--- src/rtl/frp_pkg.sv ---
// Package: shared byte type and frame layout constants for the frame parser.
// Assumes: byte-wide input stream; the layout positions are fixed by the sensor protocol.
package frp_pkg;
    typedef logic [7:0] frp_byte_t;
    // Frame positions the datapath decodes (distance low/high byte).
    localparam int FRP_POS_LO = 2;
    localparam int FRP_POS_HI = 3;
endpackage

--- src/rtl/frp_sync_detect.sv ---
// Module: frp_sync_detect
// Watches accepted bytes while hunting and flags the second of two
// consecutive sync bytes. Remembers the last byte accepted while hunting;
// that memory is wiped at every frame end and on reset.
// Assumes: collecting_i comes from the collector's state register.
module frp_sync_detect
    import frp_pkg::*;
#(
    parameter frp_byte_t SYNC_VAL = 8'h59
) (
    input  logic      clk,
    input  logic      rst_n,
    input  logic      in_valid,
    input  frp_byte_t in_byte,
    input  logic      collecting_i,
    input  logic      frame_end_i,
    output logic      sync_hit_o
);
    frp_byte_t prev_q;

    // Second sync byte seen while hunting.
    assign sync_hit_o = in_valid && !collecting_i &&
                        (in_byte == SYNC_VAL) && (prev_q == SYNC_VAL);

    // Previous-byte memory: cleared at frame end, updated only by hunted bytes.
    always_ff @(posedge clk) begin
        if (!rst_n) begin
            prev_q <= '0;
        end else if (frame_end_i) begin
            prev_q <= '0;
        end else if (in_valid && !collecting_i) begin
            prev_q <= in_byte;
        end
    end

    // a completed frame leaves no sync byte behind.
    p_prev_wiped_r9: assert property (@(posedge clk) disable iff (!rst_n)
        frame_end_i |=> (prev_q == '0));

    // idle cycles leave the memory alone.
    p_prev_idle_r10: assert property (@(posedge clk) disable iff (!rst_n)
        !in_valid |=> $stable(prev_q));
endmodule

--- src/rtl/frp_collector.sv ---
// Module: frp_collector
// Holds the hunting/collecting state and the frame position. It gathers the
// distance bytes and keeps a running modulo-256 sum seeded with both sync
// bytes. At the last position it reports the frame end and whether the
// incoming byte matches the sum.
// Assumes: FRAME_LEN >= 5 so the distance bytes sit before the checksum.
module frp_collector
    import frp_pkg::*;
#(
    parameter int        FRAME_LEN = 9,
    parameter frp_byte_t SYNC_VAL  = 8'h59,
    localparam int       POS_W     = $clog2(FRAME_LEN)
) (
    input  logic        clk,
    input  logic        rst_n,
    input  logic        in_valid,
    input  frp_byte_t   in_byte,
    input  logic        sync_hit_i,
    output logic        collecting_o,
    output logic        frame_end_o,
    output logic        sum_match_o,
    output logic [15:0] dist_word_o
);
    localparam logic [POS_W-1:0] POS_FIRST = POS_W'(FRP_POS_LO);
    localparam logic [POS_W-1:0] POS_HI    = POS_W'(FRP_POS_HI);
    localparam logic [POS_W-1:0] POS_LAST  = POS_W'(FRAME_LEN - 1);
    localparam frp_byte_t        SUM_SEED  = SYNC_VAL + SYNC_VAL;

    logic             coll_q;
    logic [POS_W-1:0] pos_q;
    frp_byte_t        sum_q;
    frp_byte_t        lo_q;
    frp_byte_t        hi_q;
    logic             take;

    assign take         = in_valid && coll_q;
    assign frame_end_o  = take && (pos_q == POS_LAST);
    assign sum_match_o  = (sum_q == in_byte);
    assign collecting_o = coll_q;
    assign dist_word_o  = {hi_q, lo_q};

    // State and position: enter on sync, step on each accepted byte, leave at last.
    always_ff @(posedge clk) begin
        if (!rst_n) begin
            coll_q <= 1'b0;
            pos_q  <= '0;
        end else if (sync_hit_i) begin
            coll_q <= 1'b1;
            pos_q  <= POS_FIRST;
        end else if (frame_end_o) begin
            coll_q <= 1'b0;
            pos_q  <= '0;
        end else if (take) begin
            pos_q  <= pos_q + 1'b1;
        end
    end

    // Running checksum over positions 0..LAST-1.
    always_ff @(posedge clk) begin
        if (!rst_n) begin
            sum_q <= '0;
        end else if (sync_hit_i) begin
            sum_q <= SUM_SEED;
        end else if (take && (pos_q != POS_LAST)) begin
            sum_q <= sum_q + in_byte;
        end
    end

    // Distance byte capture at their fixed positions.
    always_ff @(posedge clk) begin
        if (!rst_n) begin
            lo_q <= '0;
            hi_q <= '0;
        end else if (take) begin
            if (pos_q == POS_FIRST) lo_q <= in_byte;
            if (pos_q == POS_HI)    hi_q <= in_byte;
        end
    end

    // collection starts at position 2 after an accepted sync byte.
    p_enter_r2: assert property (@(posedge clk) disable iff (!rst_n)
        $rose(coll_q) |-> (pos_q == POS_FIRST) && $past(in_valid) &&
                          ($past(in_byte) == SYNC_VAL));

    // position stays inside the data part of the frame.
    p_pos_range_r3: assert property (@(posedge clk) disable iff (!rst_n)
        coll_q |-> (pos_q >= POS_FIRST) && (pos_q <= POS_LAST));

    // an idle cycle freezes state and position.
    p_idle_hold_r10: assert property (@(posedge clk) disable iff (!rst_n)
        !in_valid |=> $stable(pos_q) && $stable(coll_q));

    // no restart while collecting below the last position.
    p_no_restart_r11: assert property (@(posedge clk) disable iff (!rst_n)
        (take && pos_q != POS_LAST) |=> coll_q && (pos_q == $past(pos_q) + 1'b1));
endmodule

--- src/rtl/frp_err_counter.sv ---
// Module: frp_err_counter
// Saturating counter of checksum failures; cleared only by reset.
// Assumes: inc_i is a single-cycle request per failed frame.
module frp_err_counter #(
    parameter int ERR_W = 16
) (
    input  logic             clk,
    input  logic             rst_n,
    input  logic             inc_i,
    output logic [ERR_W-1:0] count_o
);
    localparam logic [ERR_W-1:0] CNT_MAX = '1;

    // Count up on each failure, stick at the top.
    always_ff @(posedge clk) begin
        if (!rst_n) begin
            count_o <= '0;
        end else if (inc_i && (count_o != CNT_MAX)) begin
            count_o <= count_o + 1'b1;
        end
    end

    // maximum is sticky.
    p_sat_hold_r8: assert property (@(posedge clk) disable iff (!rst_n)
        (count_o == CNT_MAX) |=> (count_o == CNT_MAX));

    // steps by exactly one on a failure below the maximum.
    p_step_r7: assert property (@(posedge clk) disable iff (!rst_n)
        (inc_i && count_o != CNT_MAX) |=> (count_o == $past(count_o) + 1'b1));

    // no failure, no change.
    p_quiet_r7: assert property (@(posedge clk) disable iff (!rst_n)
        !inc_i |=> $stable(count_o));
endmodule

--- src/rtl/range_frame_parser.sv ---
// Module: range_frame_parser (top)
// Extracts distance readings from a ranging sensor's byte stream. It finds a
// two-byte sync header, collects a fixed-length frame and checks an additive
// checksum. A good frame updates a held distance register with a one-cycle
// strobe; a bad frame bumps a saturating error counter.
// Assumes: one byte per cycle at most, qualified by in_valid; no back-pressure.
module range_frame_parser
    import frp_pkg::*;
#(
    parameter int        FRAME_LEN = 9,
    parameter frp_byte_t SYNC_VAL  = 8'h59,
    parameter int        ERR_W     = 16,
    localparam int       DIST_W    = 16
) (
    input  logic              clk,
    input  logic              rst_n,
    input  logic              in_valid,
    input  logic [7:0]        in_byte,
    output logic              dist_valid,
    output logic [DIST_W-1:0] dist_mm,
    output logic [ERR_W-1:0]  err_count,
    output logic              collecting
);
    logic              sync_hit;
    logic              frame_end;
    logic              sum_match;
    logic [DIST_W-1:0] dist_word;
    logic              good_frame;
    logic              bad_frame;

    frp_sync_detect #(.SYNC_VAL(SYNC_VAL)) u_sync (
        .clk          (clk),
        .rst_n        (rst_n),
        .in_valid     (in_valid),
        .in_byte      (in_byte),
        .collecting_i (collecting),
        .frame_end_i  (frame_end),
        .sync_hit_o   (sync_hit)
    );

    frp_collector #(.FRAME_LEN(FRAME_LEN), .SYNC_VAL(SYNC_VAL)) u_coll (
        .clk          (clk),
        .rst_n        (rst_n),
        .in_valid     (in_valid),
        .in_byte      (in_byte),
        .sync_hit_i   (sync_hit),
        .collecting_o (collecting),
        .frame_end_o  (frame_end),
        .sum_match_o  (sum_match),
        .dist_word_o  (dist_word)
    );

    assign good_frame = frame_end && sum_match;
    assign bad_frame  = frame_end && !sum_match;

    frp_err_counter #(.ERR_W(ERR_W)) u_err (
        .clk     (clk),
        .rst_n   (rst_n),
        .inc_i   (bad_frame),
        .count_o (err_count)
    );

    // Result register: strobe for one cycle, hold distance until next good frame.
    always_ff @(posedge clk) begin
        if (!rst_n) begin
            dist_valid <= 1'b0;
            dist_mm    <= '0;
        end else begin
            dist_valid <= good_frame;
            if (good_frame) dist_mm <= dist_word;
        end
    end

    // strobe never lasts two cycles.
    p_strobe_single_r5: assert property (@(posedge clk) disable iff (!rst_n)
        dist_valid |=> !dist_valid);

    // distance moves only together with the strobe.
    p_dist_hold_r6: assert property (@(posedge clk) disable iff (!rst_n)
        !$stable(dist_mm) |-> dist_valid);

    // a good-frame strobe never coincides with an error count step.
    p_excl_r7: assert property (@(posedge clk) disable iff (!rst_n)
        dist_valid |-> $stable(err_count));

    // collecting falls only in the cycle after an accepted byte.
    p_leave_r3: assert property (@(posedge clk) disable iff (!rst_n)
        $fell(collecting) |-> $past(in_valid));
endmodule

--- config.mk ---
export PLATFORM = sky130hd
export DESIGN_NAME = range_frame_parser
export DESIGN_NICKNAME = d
export VERILOG_FILES = /design/src/rtl/frp_pkg.sv /design/src/rtl/frp_sync_detect.sv /design/src/rtl/frp_collector.sv /design/src/rtl/frp_err_counter.sv /design/src/rtl/range_frame_parser.sv
export SDC_FILE = /design/constraint.sdc
export NUM_CORES = 1
export LEC_CHECK = 0
export BUFFER_PORTS_ARGS = -buffer_cell sky130_fd_sc_hd__buf_4
export CAP_MARGIN = 10
export CORE_MARGIN = 5
export CORE_UTILIZATION = 36
export DETAILED_ROUTE_END_ITERATION = 12
export GPL_TIMING_DRIVEN = 0
export PLACE_DENSITY = 0.58
export RECOVER_POWER = 50
export SYNTH_ARGS = -nofsm -noshare
export SYNTH_HDL_FRONTEND = slang
export SYNTH_SLANG_ARGS = --single-unit
--- constraint.sdc ---
create_clock -name clk -period 4.1 [get_ports clk]
set_input_delay 0.82 -clock clk [delete_from_list [all_inputs] [get_ports clk]]
set_output_delay 0.82 -clock clk [all_outputs]
set_load 0.1 [all_outputs]
* After elaboration in Yosys (flattened, before gate mapping)
Index checks and enable logic that the tools add are counted.
** Word-level totals
- Bits in latches :: 0
- Word-level logic and storage cells :: 49
- Output and inout port bits :: 34
- Register bits after elaboration :: 70
- Memory bits (read-only) :: 0
- Input bits :: 11
- Memories kept :: 0
- Bits in writable memories :: 0
** Cells by class
- Muxes and demuxes :: 7
- Magnitude comparators :: 0
- Equal/unequal tests :: 8
- Add/sub/neg operators :: 3
- Bitwise logic cells :: 1
- Shift operators :: 0
- Reductions and logical operators :: 19
- Multipliers :: 0
- Div/mod/pow operators :: 0
** Operators by type and width (number)
- $add 16x1->16 const B :: 1
- $eq 8x7->1 const B :: 2
- $mux 8 :: 2
- $ne 16x16->1 const B :: 1
- $logic_and 1x1->1 :: 9
- $add 8x8->8 :: 1
- $eq 4x2->1 const B :: 2
- $eq 8x8->1 :: 1
- $mux 2 :: 3
- $add 4x1->4 const B :: 1
- $eq 4x4->1 const B :: 1
- $ne 4x4->1 const B :: 1
- $reduce_and 2->1 :: 2
- $reduce_bool 2->1 :: 2
- $reduce_or 2->1 :: 2
- $reduce_bool 3->1 :: 1
- $reduce_or 3->1 :: 1
- $logic_not 1->1 :: 2
- $mux 1 :: 2
- $not 1->1 :: 1

* Longest topological paths before layout
- Depth in word-level cells :: 5
- Mapped depth :: 8
- Gate-level depth less buffers :: 7

* By module
Synthesis repeated with hierarchy kept, for this count alone.
** Unflattened totals
- Cell total of the unflattened synthesis :: 387
- Area, all modules :: 3463.3 um2
** Modules (own cells, without submodules)
- frp_collector :: times used 1, cells each 177, area each 1539.0 um2, sequential area each 580.6 um2
- frp_err_counter :: times used 1, cells each 97, area each 837.1 um2, sequential area each 320.3 um2
- range_frame_parser :: times used 1, cells each 77, area each 710.7 um2, sequential area each 340.3 um2
- frp_sync_detect :: times used 1, cells each 36, area each 376.6 um2, sequential area each 160.2 um2

* Worst setup path after synthesis
OpenSTA, ideal clock, no wires.
- Path kind :: reg2reg
- From :: reg u_coll.coll_q, in the netlist u_coll.collecting_o
- To :: reg u_err.count_o[10]
- Path buffers :: 2
- Data required time :: 4.030 ns
- Setup time :: 0.070 ns
- Path slack :: 1.410 ns
- Period minus slack after synthesis :: 2.690 ns
- Cell stages (with the launch flop) :: 8
- Arrival time :: 2.619 ns
- Cell sequence :: dfxtp_1 and2_1 buf_2 nand2_1 or3_4 buf_6 or4_1 a21oi_1
** On the way
- Cells in the longest elaborated chain, start to end :: 4
** Ends and longest elaborated chain
- from (decl) :: RTL line frp_collector.sv:29 : logic coll_q;
- from (signal assigned) :: RTL line frp_collector.sv:45 : coll_q <= 1'b0;
- from (signal assigned) :: RTL line frp_collector.sv:48 : coll_q <= 1'b1;
- from (signal assigned) :: RTL line frp_collector.sv:51 : coll_q <= 1'b0;
- $logic_and 1x1->1 :: RTL line frp_collector.sv:36 : assign take = in_valid && coll_q;
- $logic_and 1x1->1 :: RTL line frp_collector.sv:37 : assign frame_end_o = take && (pos_q == POS_LAST);
- $logic_and 1x1->1 :: RTL line range_frame_parser.sv:54 : assign bad_frame = frame_end && !sum_match;
- $logic_and 1x1->1 :: RTL line frp_err_counter.sv:18 : end else if (inc_i && (count_o != CNT_MAX)) begin
- to (signal assigned) :: RTL line frp_err_counter.sv:19 : count_o <= count_o + 1'b1;
- to (decl) :: RTL line frp_err_counter.sv:10 : output logic [ERR_W-1:0] count_o
Every way passes these cells.
A chain may end at the register's enable or synchronous reset.

* Worst setup path in the final report
- From :: in in_byte[3]
- To :: reg dist_mm[3]
** On the way
- Cells in the longest elaborated chain, start to end :: 2
** Ends and longest elaborated chain
- from (decl) :: RTL line range_frame_parser.sv:18 : input logic [7:0] in_byte,
- $eq 8x8->1 :: RTL line frp_collector.sv:38 : assign sum_match_o = (sum_q == in_byte);
- $logic_and 1x1->1 :: RTL line range_frame_parser.sv:53 : assign good_frame = frame_end && sum_match;
- to (signal assigned) :: RTL line range_frame_parser.sv:70 : if (good_frame) dist_mm <= dist_word;
- to (decl) :: RTL line range_frame_parser.sv:20 : output logic [DIST_W-1:0] dist_mm,
Every way passes these cells.

==> impl_metrics.tcl <==
set metrics [dict create \
    initialDrtViolationCount 100 \
    max_slew_margin_pct 21.6 \
    grt_pass1_vias 2735 \
    yosys_warnings 0 \
    cap_violations 0 \
    ctsHoldBuffers 0 \
    synth_simple_gate_area_share_pct 26.3 \
    ant_nets 0 \
    track_usage_pct 15.0 \
    place_congestion 0.769 \
    slew_viol_final 0 \
    critPathKind "input pin to register" \
    async_flop_share_pct 0 \
    start_util_pct 36.6 \
    cp_data_required_time_ns 4.39 \
    synth_edf_count 0 \
    pre_cts_ws_ns 0.917 \
    status "finished clean" \
    cp-end-kind "register" \
    final_cells 542 \
    critPathCapture "dist_mm[3]" \
    synth-compound-area-share_pct 12.2 \
    hold_path_class "register to register" \
    clock_path_buffers 2 \
    ys_types 49 \
    io_pins 45 \
    grt_max_degree 14 \
    area_delta_synth_final_pct 17.7 \
    finalHoldViolations 0 \
    layout_commonest_cell "nand2_1" \
    syn-mean-instance-area_um2 8.42 \
    grt_antenna_before_repair 0 \
    cts_tree "built" \
    powerDensity_mw_per_mm2 366 \
    syn-num-nets 399 \
    fin_skew_ns 0.0167 \
    routedWlPerCell_um 14.6 \
    syn-cell-area_mm2 0.00316 \
    p_clk_share_pct 45.8 \
    cp-start-kind "input pin" \
    vias 2814 \
    final_nets 452 \
    io_buffers 42 \
    fmaxAchievable_ghz 0.358 \
    die_h_um 104 \
    setup_tns_ns 0 \
    firstDrtPassIters 4 \
    dp.cells 526 \
    synth_mux_area_share_pct 5.69 \
    die_w_um 104 \
    power.switching_uw 317 \
    rows 34 \
    die_area_mm2 0.0108 \
    postLayoutCoreUtil_pct 43.1 \
    layout-drive-gt1-share_pct 7.83 \
    placed_area_mm2 0.00361 \
    switching_share_pct 23.3 \
    cts_num_sinks 70 \
    synthAdderAreaFrac_pct 4.98 \
    rsz0062_at_grt "false" \
    crit_arrival_ns 3.09 \
    drcViolationCount 0 \
    crit_start "in_byte[3]" \
    setup_ws_ns 1.30 \
    routed_wl_um 7890 \
    cts.clk_slew.worst_paths_ns 0.08 \
    rr_endpoint "dist_mm[3]" \
    synth_top_family_by_area "simple AND/OR/NAND/NOR gates" \
    setup_viol 0 \
    htree_levels 3 \
    ys_seq_elements 70 \
    cts_made_buffers 9 \
    n_antenna_cell 0 \
    viasPerCell 5.19 \
    r2r-start "u_coll.sum_q[3]" \
    fin_crit_sh_pct 68.2 \
    insertion_delay_ns 0.36 \
    overflow 0 \
    cts.repair.resized 0 \
    hpwlAfterDp_um 5660 \
    p_int_mw 1.04 \
    worstRegToRegCells 7 \
    synthCells 376 \
    worst_pin_slew_ns 1.18 \
    ys_seq_area_share_pct 44.3 \
    most-common-layout-cells "nand2_1 (78), dfxtp_1 (70), clkbuf_1 (41)" \
    leakage_nw 1.46 \
    synth-main-ff-cell "dfxtp_1" \
    fin_area_mm2 0.00372 \
    seq_power_share_pct 50.3 \
    worstPathMaxFanout 10 \
    p_comb_share_pct 3.8 \
    reg2reg_slack_ns 1.61 \
    vdd_drop_max_uv 176 \
    grt_pass1_wl_um 13300 \
    root_buffer "clkbuf_8" \
    synthXorXnorAreaFrac_pct 3.04 \
    cts_setup_buffers 0 \
    core_area_mm2 0.00864 \
    min_period_ns 2.80 \
]
[cell type report]
type | instances | area (um2)
multi-input cells | 282 | 1650
fillers | 901 | 4910
clock buffers | 9 | 124
inverters | 8 | 30.0
clock inverters | 7 | 96.3
plain buffers | 16 | 78.8
flip-flops and latches | 70 | 1400
well taps | 108 | 135
repair buffers | 42 | 206
[critical path: stages]
cell      delay, ns
buf_4          0.14
ha_1           0.37
nor4_1         0.44
nand3_1        0.23
nor2_1         0.41
clkbuf_1       0.42
nand2_1        0.12
a21oi_1        0.14
[layer usage]
layer / global-route usage [%] / wire (um)
met5: 0 / 0
met4: 6.38 / 113
met3: 3.05 / 311
met2: 23.7 / 3590
met1: 19.9 / 3880
[worst min-delay path by stage]
stage	from	endpoint	slack, ns	cells past startpoint
after global placement	u_sync.prev_q[3]	u_sync.prev_q[3]	0.44	2
final	dist_mm[2]	dist_mm[2]	0.46	2
after CTS	dist_mm[13]	dist_mm[13]	0.46	2
after floorplan	u_coll.lo_q[0]	dist_mm[0]	0.43	2
after global routing	u_sync.prev_q[3]	u_sync.prev_q[3]	0.48	2
after detailed placement	dist_mm[13]	dist_mm[13]	0.45	2
[Yosys cell counts, types with 2 or more instances]
cell | n | area, um2
dfxtp_1 | 70 | 1400
clkbuf_1 | 11 | 41.3
or4_1 | 4 | 30.0
nand4_1 | 9 | 56.3
nor4_1 | 9 | 56.3
ha_1 | 11 | 138
xnor2_1 | 5 | 43.8
inv_1 | 7 | 26.3
buf_6 | 2 | 22.5
mux2i_1 | 18 | 180
o2111ai_1 | 2 | 17.5
nand2_1 | 78 | 293
o211a_1 | 2 | 20.0
nor2_1 | 37 | 139
and2_1 | 2 | 12.5
nor3_1 | 3 | 15.0
nand3_1 | 15 | 75.1
and3_1 | 2 | 12.5
a31oi_1 | 4 | 25.0
or3_1 | 3 | 18.8
or4b_1 | 2 | 20.0
nand3b_1 | 2 | 15.0
a21o_1 | 2 | 15.0
xor2_1 | 6 | 52.6
nand2b_1 | 3 | 18.8
o31ai_1 | 5 | 37.5
a21oi_1 | 40 | 200
[stage by stage]
stage	hold WS, ns	power [mW]
6_report	0.456	1.36
5_1_grt	0.477	1.41
4_1_cts	0.459	1.38
3_5_place_dp	0.448	0.755
3_3_place_gp	0.441	0.754
2_1_floorplan	0.432	0.730
[registers in the layout (all words and copies together) (netlist names)]
name	flops
dist_mm	16
dist_valid	1
u_coll.collecting_o	1
u_coll.hi_q	8
u_coll.lo_q	8
u_coll.pos_q	4
u_coll.sum_q	8
u_err.count_o	16
u_sync.prev_q	8
[cell families (layout without fill, tap and decap cells)]
kind of cell	after synthesis	count (layout)
AO/OA/AOI/OAI	64	64
XOR/XNOR	11	11
adder cells (fa/ha/maj)	12	12
buffers and inverters	24	82
flip-flops	70	70
multiplexers	18	18
AND/OR/NAND/NOR	177	177
[power by group through the flow]
stage / registers (mW) / clock network [mW] / logic (mW)
after detailed placement: 0.701 / 0 / 0.0532
after floorplan: 0.701 / 0 / 0.0292
after global placement: 0.701 / 0 / 0.0528
after CTS: 0.685 / 0.644 / 0.0534
after global routing: 0.686 / 0.668 / 0.0583
final: 0.685 / 0.624 / 0.0524
(Power assumes the default switching activity.)
